==> src/rtl/fpx_pkg.sv <==
package fpx_pkg;

    localparam int EXC_N = 6;

    localparam int EXC_INV = 0;
    localparam int EXC_DZE = 1;
    localparam int EXC_OVF = 2;
    localparam int EXC_UNF = 3;
    localparam int EXC_INE = 4;
    localparam int EXC_IOV = 5;

    typedef logic [EXC_N-1:0] exc_vec_t;

    typedef struct packed {
        logic     swc;
        exc_vec_t exc;
    } summary_t;

    typedef struct packed {
        logic     fire;
        exc_vec_t sticky_add;
        summary_t summ;
    } decision_t;

    function automatic exc_vec_t exc_strip(exc_vec_t flags, exc_vec_t ign);
        return flags & ~ign;
    endfunction

endpackage

==> src/rtl/fpx_decide.sv <==
module fpx_decide
    import fpx_pkg::*;
(
    input  logic      valid,
    input  exc_vec_t  flags,
    input  exc_vec_t  ignore_mask,
    input  exc_vec_t  enable_mask,
    input  logic      swc_mode,
    output decision_t dec
);
    exc_vec_t  kept;
    exc_vec_t  gated;
    logic      active;

    always_comb begin
        active = valid && (flags != '0);
        kept   = exc_strip(flags, ignore_mask);
        gated  = kept & enable_mask;
        dec    = '0;
        if (active) begin
            if (swc_mode) begin
                dec.sticky_add = kept;
                dec.fire       = (gated != '0);
                dec.summ.swc   = 1'b1;
                dec.summ.exc   = gated;
            end else begin
                dec.sticky_add = flags;
                dec.fire       = (kept != '0);
                dec.summ.swc   = 1'b0;
                dec.summ.exc   = kept;
            end
        end
    end
endmodule

==> src/rtl/fpx_sticky.sv <==
module fpx_sticky
    import fpx_pkg::*;
(
    input  logic     clk,
    input  logic     rst,
    input  logic     clr,
    input  logic     wr_en,
    input  exc_vec_t wr_data,
    input  exc_vec_t add,
    output exc_vec_t status
);
    exc_vec_t status_q;

    always_ff @(posedge clk) begin
        if (rst || clr)
            status_q <= '0;
        else if (wr_en)
            status_q <= wr_data;
        else
            status_q <= status_q | add;
    end

    assign status = status_q;

    assert_clear_R9: assert property (@(posedge clk) disable iff (rst)
        clr |=> status_q == '0);

    assert_write_R10: assert property (@(posedge clk) disable iff (rst)
        (wr_en && !clr) |=> status_q == $past(wr_data));

    assert_monotone_R2: assert property (@(posedge clk) disable iff (rst)
        (!clr && !wr_en) |=> ((status_q & $past(status_q)) == $past(status_q)));
endmodule

==> src/rtl/fpx_onehot.sv <==
module fpx_onehot #(
    parameter int NUM_REGS = 32,
    localparam int IDX_W   = $clog2(NUM_REGS)
) (
    input  logic [IDX_W-1:0]    idx,
    output logic [NUM_REGS-1:0] mask
);
    for (genvar i = 0; i < NUM_REGS; i++) begin : g_bit
        assign mask[i] = (idx == IDX_W'(i));
    end
endmodule

==> src/rtl/fpx_trap_arbiter.sv <==
module fpx_trap_arbiter
    import fpx_pkg::*;
#(
    parameter int NUM_REGS = 32,
    localparam int IDX_W   = $clog2(NUM_REGS),
    localparam int SUM_W   = EXC_N + 1
) (
    input  logic                clk,
    input  logic                rst,
    input  logic                evt_valid,
    input  logic [EXC_N-1:0]    evt_flags,
    input  logic [EXC_N-1:0]    ignore_mask,
    input  logic [EXC_N-1:0]    enable_mask,
    input  logic                swc_mode,
    input  logic [IDX_W-1:0]    dest_reg,
    input  logic                clr_sticky,
    input  logic                sw_wr_en,
    input  logic [EXC_N-1:0]    sw_wr_data,
    output logic                trap_pulse,
    output logic [SUM_W-1:0]    trap_summary,
    output logic [NUM_REGS-1:0] trap_regmask,
    output logic [EXC_N-1:0]    sticky
);
    decision_t             dec;
    logic [NUM_REGS-1:0]   dest_mask;
    logic                  pulse_q;
    summary_t              summ_q;
    logic [NUM_REGS-1:0]   mask_q;

    fpx_decide u_decide (
        .valid       (evt_valid),
        .flags       (evt_flags),
        .ignore_mask (ignore_mask),
        .enable_mask (enable_mask),
        .swc_mode    (swc_mode),
        .dec         (dec)
    );

    fpx_sticky u_sticky (
        .clk     (clk),
        .rst     (rst),
        .clr     (clr_sticky),
        .wr_en   (sw_wr_en),
        .wr_data (sw_wr_data),
        .add     (dec.sticky_add),
        .status  (sticky)
    );

    fpx_onehot #(.NUM_REGS(NUM_REGS)) u_onehot (
        .idx  (dest_reg),
        .mask (dest_mask)
    );

    always_ff @(posedge clk) begin
        if (rst) begin
            pulse_q <= 1'b0;
            summ_q  <= '0;
            mask_q  <= '0;
        end else begin
            pulse_q <= dec.fire;
            if (dec.fire) begin
                summ_q <= dec.summ;
                mask_q <= dest_mask;
            end
        end
    end

    assign trap_pulse   = pulse_q;
    assign trap_summary = summ_q;
    assign trap_regmask = mask_q;

    assert_pulse_cause_R8: assert property (@(posedge clk) disable iff (rst)
        trap_pulse |-> $past(evt_valid));

    assert_regmask_onehot_R6: assert property (@(posedge clk) disable iff (rst)
        trap_pulse |-> ($countones(trap_regmask) == 1));

    assert_plain_summary_R3: assert property (@(posedge clk) disable iff (rst)
        (trap_pulse && !$past(swc_mode)) |->
            (trap_summary == {1'b0, $past(evt_flags) & ~$past(ignore_mask)}));

    assert_swc_gated_R5: assert property (@(posedge clk) disable iff (rst)
        (trap_pulse && $past(swc_mode)) |->
            (trap_summary[EXC_N] && ((trap_summary[EXC_N-1:0] & ~$past(enable_mask)) == '0)));

    assert_zero_noop_R7: assert property (@(posedge clk) disable iff (rst)
        (evt_flags == '0 && !clr_sticky && !sw_wr_en) |=>
            (!trap_pulse && $stable(sticky) && $stable(trap_summary)));
endmodule

==> config.mk <==
export PLATFORM = sky130hd
export DESIGN_NAME = fpx_trap_arbiter
export DESIGN_NICKNAME = d
export VERILOG_FILES = /design/src/rtl/fpx_pkg.sv /design/src/rtl/fpx_decide.sv /design/src/rtl/fpx_sticky.sv /design/src/rtl/fpx_onehot.sv /design/src/rtl/fpx_trap_arbiter.sv
export SDC_FILE = /design/constraint.sdc
export NUM_CORES = 1
export LEC_CHECK = 0
export ABC_AREA = 1
export BUFFER_PORTS_ARGS = -buffer_cell sky130_fd_sc_hd__buf_2
export CAP_MARGIN = 10
export CORE_MARGIN = 5
export CORE_UTILIZATION = 40
export CTS_CLUSTER_DIAMETER = 200
export DETAILED_ROUTE_END_ITERATION = 6
export PLACE_DENSITY = 0.73
export SLEW_MARGIN = 10
export SYNTH_ARGS = -nofsm -noshare
export SYNTH_HDL_FRONTEND = slang
export SYNTH_SLANG_ARGS = --single-unit
==> constraint.sdc <==
create_clock -name clk -period 1.3 [get_ports clk]
set_input_delay 0.13 -clock clk [delete_from_list [all_inputs] [get_ports clk]]
set_output_delay 0.13 -clock clk [all_outputs]
set_load 0.005 [all_outputs]
=== Yosys cells after proc, flatten, opt, wreduce, memory -nomap -nowiden ===
Index checks and enable logic that the tools add are counted.

* Equality and inequality tests: 31
* Muxes and demuxes: 3
* Bitwise operators: 4
* Reduce and logical (&&, ||, !) cells: 6

{| class="wikitable"
|+ Operators with widths
! operator !! count
|-
| 5-bit equality test, second input constant || 16
|-
| 5-bit by 4-bit equality test with 1-bit output, second input constant || 8
|-
| 14-bit 2-to-1 mux || 2
|-
| 5-bit by 3-bit equality test with 1-bit output, second input constant || 4
|-
| 6-bit nonzero test || 3
|-
| 6-bit bitwise AND || 2
|-
| 5-bit by 2-bit equality test with 1-bit output, second input constant || 2
|-
| 6-bit 2-to-1 mux || 1
|-
| 6-bit inverter || 1
|-
| 6-bit bitwise OR || 1
|-
| 5-bit by 1-bit equality test with 1-bit output, second input constant || 1
|-
| 5-bit logical NOT || 1
|-
| 1-bit logical AND || 1
|-
| 1-bit logical OR || 1
|}

* Flip-flop bits (word level): 46
* Output and inout port bits: 46
* Word-level logic and storage cells: 49

=== Depth between registers and ports, before layout ===
Gate-level depths: netlist of the first run.

* Word-level depth: 8
* Mapped depth: 10
* Depth with buffers taken out: 9

=== By module ===
From an unflattened synthesis of the first run, not the netlist that was laid out.

* Cell total of the unflattened synthesis: 442
* Area, all modules: 2532.4 µm²

{| class="wikitable"
|+ Modules (own cells, without submodules)
! module !! times used !! cells an instance !! area an instance (µm²)
|-
| fpx_trap_arbiter || 1 || 251 || 1632.8
|-
| fpx_decide || 1 || 73 || 319.1
|-
| fpx_sticky || 1 || 53 || 311.5
|-
| fpx_onehot || 1 || 65 || 269.0
|}

=== Least setup slack after synthesis of the first run ===
Ideal clock, no wire load.

* Kind: input to register
* Start: input swc_mode
* End: register mask_q[10], in the netlist trap_regmask[10]
* Setup time: 113 ps
* Arrival time: 911 ps
* Required time: 1187 ps
* Setup slack: 276 ps
* Stages: 9
* Path buffers: 1
* Cells stage by stage: inv_1 > nand2_1 > nor2_1 > nand2_4 > nand2_1 > nor2_2 > buf_4 > nor2_1 > nor2_1

* Word-level cells in the longest chain between the ends: 2

{| class="wikitable"
|+ Ends and longest elaborated chain
! what !! RTL line !! text
|-
| from (decl) || fpx_trap_arbiter.sv:14 || <nowiki>input logic swc_mode,</nowiki>
|-
| 14-bit 2-to-1 mux || fpx_decide.sv:21 || <nowiki>if (swc_mode) begin</nowiki>
|-
| 14-bit 2-to-1 mux || fpx_decide.sv:20 || <nowiki>if (active) begin</nowiki>
|-
| to (signal assigned) || fpx_trap_arbiter.sv:63 || <nowiki>mask_q <= dest_mask;</nowiki>
|-
| to (decl) || fpx_trap_arbiter.sv:28 || <nowiki>logic [NUM_REGS-1:0] mask_q;</nowiki>
|}

No other way between the ends.
A chain may end at the register's enable or synchronous reset.

=== Worst setup path in the final report of the first run ===
* Start: input rst
* End: register u_sticky.status_q[3], in the netlist u_sticky.status[3]

* Word-level cells in the longest chain between the ends: 1

{| class="wikitable"
|+ Ends and longest elaborated chain
! what !! RTL line !! text
|-
| from (decl) || fpx_trap_arbiter.sv:9 || <nowiki>input logic rst,</nowiki>
|-
| 1-bit logical OR || fpx_sticky.sv:15 || <nowiki>if (rst || clr)</nowiki>
|-
| to (signal assigned) || fpx_sticky.sv:18 || <nowiki>status_q <= wr_data;</nowiki>
|-
| to (signal assigned) || fpx_sticky.sv:20 || <nowiki>status_q <= status_q | add;</nowiki>
|-
| to (decl) || fpx_sticky.sv:12 || <nowiki>exc_vec_t status_q;</nowiki>
|}

No other way between the ends.

==> results.ini, run 1 <==
[run]
maxCapViolCount = 0

[global_route]
grt.busiest_layer = met2
grt_max_degree = 40
antenna_found_initial = 0
grt_pass1_vias = 2355
grt_pass1_wl_um = 10100
track_usage = 0.163
met3_usage = 0.0333
met1_usage = 0.206
overflow = 0
use_met2 = 0.277

[synthesis]
synthCells = 360
synth_seq_cells = 46
syn_area_per_cell_sq_um = 6.52
synth_nets = 395
syn_area_sq_um = 2350
synth_cell_types = 22
seq_area_frac_synth = 0.392
synth_warnings = 0

[critical_path]
cp_max_fo = 6
end_kind = flip-flop
crit_type = in2reg
crit_required_ns = 1.53
worst_setup_path_start_kind = input port
worstPathArrival_ns = 1.30

[sta]
fin_crit_sh = 0.825
worst_slack_ns = 0.228
setup_violations = 0
worst_clock_skew_ns = 0
min_period_ns = 1.07
tightestPinTransition_ns = 0.439
fmax_mhz = 933
rsz0062_at_grt = no
setup_tns_ns = 0
drv_slew = 0
slew_headroom = 0.706
whs_ns = 0.116
hold_violations = 0

[cts]
cts_resized = 0
cts_root_buffer = clkbuf_8
clk_latency_ns = 0.29
clkTransAtPathRegs_ns = 0.08
clock-sinks = 46
cts_made_buffers = 5
cts.path.max_buffers = 2
post_cts_buffers = 0
hold_buffers = 1
tritoncts = built
htreeDepth = 2

[placement]
place_inst = 507
dp_slack_ns = 0.0382
gp_congestion = 0.883
dp_hpwl_um = 4430
port_buffers = 80

[finish]
layout_common_cells = nor2_1 (103), buf_2 (80), nand2_1 (65)
layout.cells.most_common = nor2_1
area_delta_synth_final_pct = 25.7
drive_gt1_frac = 0.245
final_cell_count_no_fill = 515
antenna_cells = 0
fillCellCount = 622
fin_nets = 475

[floorplanning]
initial_core_util = 0.404
design.core.area_sq_um = 5820
num_rows = 28
ios = 81
dieArea_sq_um = 7500
fp.dieH_um = 86.6
die_x_um = 86.6

[pwr]
p_int_mw = 2.20
power.leakage_nw = 1.56
p_seq_frac = 0.504
switching_share = 0.297
power_switching_uw = 927
comb_power_share = 0.235
power_mw = 3.12
vdd_drop_max_mv = 0.479
clock_power_share = 0.261
power_per_cell_area_nw_per_um2 = 1060

[drt]
firstDrtPassIters = 5
wire_per_inst_um = 11.3
wirelength_um = 5790
viasPerCell = 4.78
route.detailed.drc = 0
antenna_left = 0
num_vias = 2463
drtIter0Drc = 149

[worst_hold_path]
hold_path.class = in2reg

[outcome]
status = complete, no violations

-- state kept, by name, indices dropped and copies added, names as in the netlist --
signal,count
trap_pulse,1
trap_regmask,32
u_sticky.status,6
trap_summary,7
-- cells in the mapped netlist (all sizes together) --
cell    number  area, sq um
nand3       30          163
a21oi        6         30.0
nor4         3         18.8
nand2       67          262
nor2       105          399
clkbuf       3         11.3
nand4       30          188
o21bai       5         37.5
dfxtp       46          921
inv         30          113
o21ai        7         35.0
buf         19          111
nor3         3         15.0
o211ai       6         45.0
-- per-layer routing --
metal	vias up	routed length, um
met5	-	0
met4	0	78
met3	10	325
met2	56	2740
met1	1075	2650
li1	1322	-
-- area by class of cell --
class | instances | area [sq um] | share of cell area
multi-input combinational | 262 | 1190 | 0.404
sequential | 46 | 921 | 0.312
timing repair buffer | 95 | 553 | 0.187
inverter | 30 | 113 | 0.0382
tap | 75 | 93.8 | 0.0318
clock buffer | 5 | 68.8 | 0.0233
clock inverter | 2 | 10.0 | 0.00339
-- stage by stage --
step / cell area (sq um) / util
2_1_floorplan: 2350 / -
3_3_place_gp: 2860 / 0.492
3_5_place_dp: 2860 / 0.492
4_1_cts: 2950 / 0.508
5_1_grt: 2950 / 0.508
6_report: 2950 / 0.508
-- power groups by stage --
stage / Sequential (mW) / Clock [mW] / Combinational [mW]
2_1_floorplan: 1.62 / 0 / 0.441
3_3_place_gp: 1.61 / 0 / 0.724
3_5_place_dp: 1.61 / 0 / 0.738
4_1_cts: 1.58 / 0.853 / 0.743
5_1_grt: 1.59 / 0.903 / 0.847
6_report: 1.58 / 0.815 / 0.734
-- kinds of logic (layout without fill, tap and decap cells) --
| family | count (synthesis) | in the layout | share of synthesized area |
|---|---|---|---|
| AOI/OAI and AO/OA | 24 | 24 | 0.0629 |
| buffers and inverters | 52 | 132 | 0.100 |
| DFF | 46 | 46 | 0.392 |
| and+or+nand+nor | 238 | 238 | 0.445 |
-- worst max-delay path, cell delays in order --
cell and delay [ns]:
dlygate4sd3_1 0.53, buf_2 0.13, nor2_1 0.24, o21ai_0 0.14, a21oi_1 0.13
-- path summary, 6_finish.rpt --
path	start	end	slack, ns	depth (start not counted)
setup / recovery	rst	u_sticky.status[3]	0.23	5
hold / removal	sw_wr_data[5]	u_sticky.status[5]	0.12	3
setup reg to reg	trap_regmask[0]	trap_regmask[0]	0.68	4
hold reg to reg	trap_regmask[10]	trap_regmask[10]	0.48	2
Power figures use the tool's default switching activity.
==> run 2: changes to the inputs <==
--- a/config.mk
+++ b/config.mk
@@ -12,7 +12,7 @@
 export CORE_UTILIZATION = 40
 export CTS_CLUSTER_DIAMETER = 200
 export DETAILED_ROUTE_END_ITERATION = 6
-export PLACE_DENSITY = 0.73
+export PLACE_DENSITY = 0.76
 export SLEW_MARGIN = 10
 export SYNTH_ARGS = -nofsm -noshare
 export SYNTH_HDL_FRONTEND = slang
==> constraint.sdc (replaced) <==
create_clock -name clk -period 0.9 [get_ports clk]
set_input_delay 0.09 -clock clk [delete_from_list [all_inputs] [get_ports clk]]
set_output_delay 0.09 -clock clk [all_outputs]
set_load 0.005 [all_outputs]
==> results.ini, run 2 (synthesized netlist as in run 1, its figures left out) <==
[worst_hold_path]
holdCritStartpoint = sw_wr_data[5]
hold_path.class = in2reg
min_to = u_sticky.status[5]
hold_depth = 3

[finish]
largest_register_ffs = 32
drive_gt1_frac = 0.377
fin_nets = 504
final_core_util = 0.642
multi_input_area_sq_um = 1410
layout_common_cells = nor2_1 (91), buf_2 (68), nand2_1 (53)
antenna_cells = 0
layout.cells.most_common = nor2_1
seq_area_sq_um = 925
final_cell_count_no_fill = 545
fillCellCount = 503
area_delta_synth_final_pct = 59.0

[global_route]
grt_pass1_vias = 2417
antenna_found_initial = 0
grt_max_degree = 40
grt_pass1_wl_um = 10900
overflow = 0
track_usage = 0.178

[run]
maxCapViolCount = 0

[critical_path]
worstPathArrival_ns = 1.16
r2r_start = trap_regmask[14]
r2r-end = trap_regmask[14]
cp_max_fo = 11
slowest_delay_ns = 0.16
r2r_slack_ns = 0.25
worst_setup_path_start_kind = input port
cp_common_cell = nand2_1
end_kind = flip-flop
crit_required_ns = 1.13
reg2regPathDepth = 4
crit_chain = buf_6 > nor2_2 > nand3_1 > nand2_1 > inv_2 > buf_12 > clkbuf_16 > nand4_1 > nand2_1 > nor2_1
crit_type = in2reg
cp_slowest_cell = clkbuf_16

[sta]
fin_crit_sh = 1.03
hold_violations = 0
drv_slew = 0
worst_slack_ns = -0.0291
min_period_ns = 0.929
fmax_mhz = 1080
setup_violations = 2
tightestPinTransition_ns = 0.465
rsz0062_at_grt = yes
slew_headroom = 0.689
whs_ns = 0.0723
worst_clock_skew_ns = 0

[drt]
wirelength_um = 8230
num_vias = 2839
antenna_left = 0
viasPerCell = 5.21
route.detailed.drc = 0
wire_per_inst_um = 15.1
drtIter0Drc = 265
firstDrtPassIters = 6

[floorplanning]
die_x_um = 86.6
dieArea_sq_um = 7500
initial_core_util = 0.404
fp.dieH_um = 86.6
num_rows = 28
design.core.area_sq_um = 5820
ios = 81

[placement]
gp_congestion = 0.846
place_inst = 516
dp_hpwl_um = 4680
port_buffers = 80

[cts]
cts.path.max_buffers = 2
cts_made_buffers = 5
htreeDepth = 2
clock-sinks = 46
tritoncts = built
clkTransAtPathRegs_ns = 0.08
clk_latency_ns = 0.30
cts_root_buffer = clkbuf_8

[pwr]
power.leakage_nw = 1.87
vdd_drop_max_mv = 0.793
power_mw = 5.38
power_per_cell_area_nw_per_um2 = 1440

[outcome]
failed_checks = negative setup slack
status = finished with violations

run 2: changes by cell type in the layout (fill, tap and decap cells not counted), moves of 8 or more:
cell     change
nor2_4      +10
inv_1        -8
buf_4       +12
buf_2       -12
nand2_1     -12
nor2_1      -12
buf_6       +10
run 2: per-layer routing:
metal / share of wire / routed length (um) / track usage / up-vias
met2: 0.51 / 4160 / 0.291 / 139
met4: 0.029 / 238 / 0.0793 / 0
met3: 0.073 / 604 / 0.0333 / 25
met1: 0.39 / 3230 / 0.227 / 1282
li1: - / - / - / 1393
met5: 0 / 0 / 0 / -
run 2: power by group:
group          switching (mW)  internal, mW
clock network           0.706         0.829
logic                   0.834         0.735
registers              0.0781          2.20
run 2: cell type report:
type,instances,area share
Clock buffer,6,0.0194
Sequential cell,46,0.248
Timing Repair Buffer,121,0.276
Multi-Input combinational cell,265,0.378
Clock inverter,2,0.0101
Tap cell,75,0.0251
Inverter,30,0.0442
run 2: worst max-delay path by stage:
stage                               from          endpoint  slack (ns)
final                       evt_flags[0]  trap_regmask[27]       -0.03
after global routing        evt_flags[0]  trap_regmask[27]       -0.08
after global placement    ignore_mask[4]  trap_regmask[11]       -0.46
after CTS                 ignore_mask[4]   trap_regmask[5]      -0.003
after floorplan             evt_flags[3]  trap_regmask[15]      -0.005
after detailed placement  ignore_mask[4]  trap_regmask[11]       -0.52
run 2: per-stage QoR:
step | TNS (ns) | cell area (sq um) | setup WS [ns]
detailed placement | -19.72 | 3060 | -0.522
global placement | -17.68 | 3060 | -0.461
floorplan | -0.0469 | 2490 | -0.00521
finish | -0.0300 | 3730 | -0.0291
CTS | -0.00445 | 3260 | -0.00253
global route | -0.748 | 3730 | -0.0810
run 2: critical path: cells and delay by family:
family / cells / cell delay, ns
buffers and inverters: 4 / 0.49
and+or+nand+nor: 6 / 0.57
run 2: timing repair:
action                                  CTS  global route
hold buffers                              1             0
hold endpoints to repair                  1             0
gates resized for setup                   8            70
buffers inserted                          4             4
endpoints found under the setup margin   41            42
cloned                                    2            10
pin swaps                                 3            26
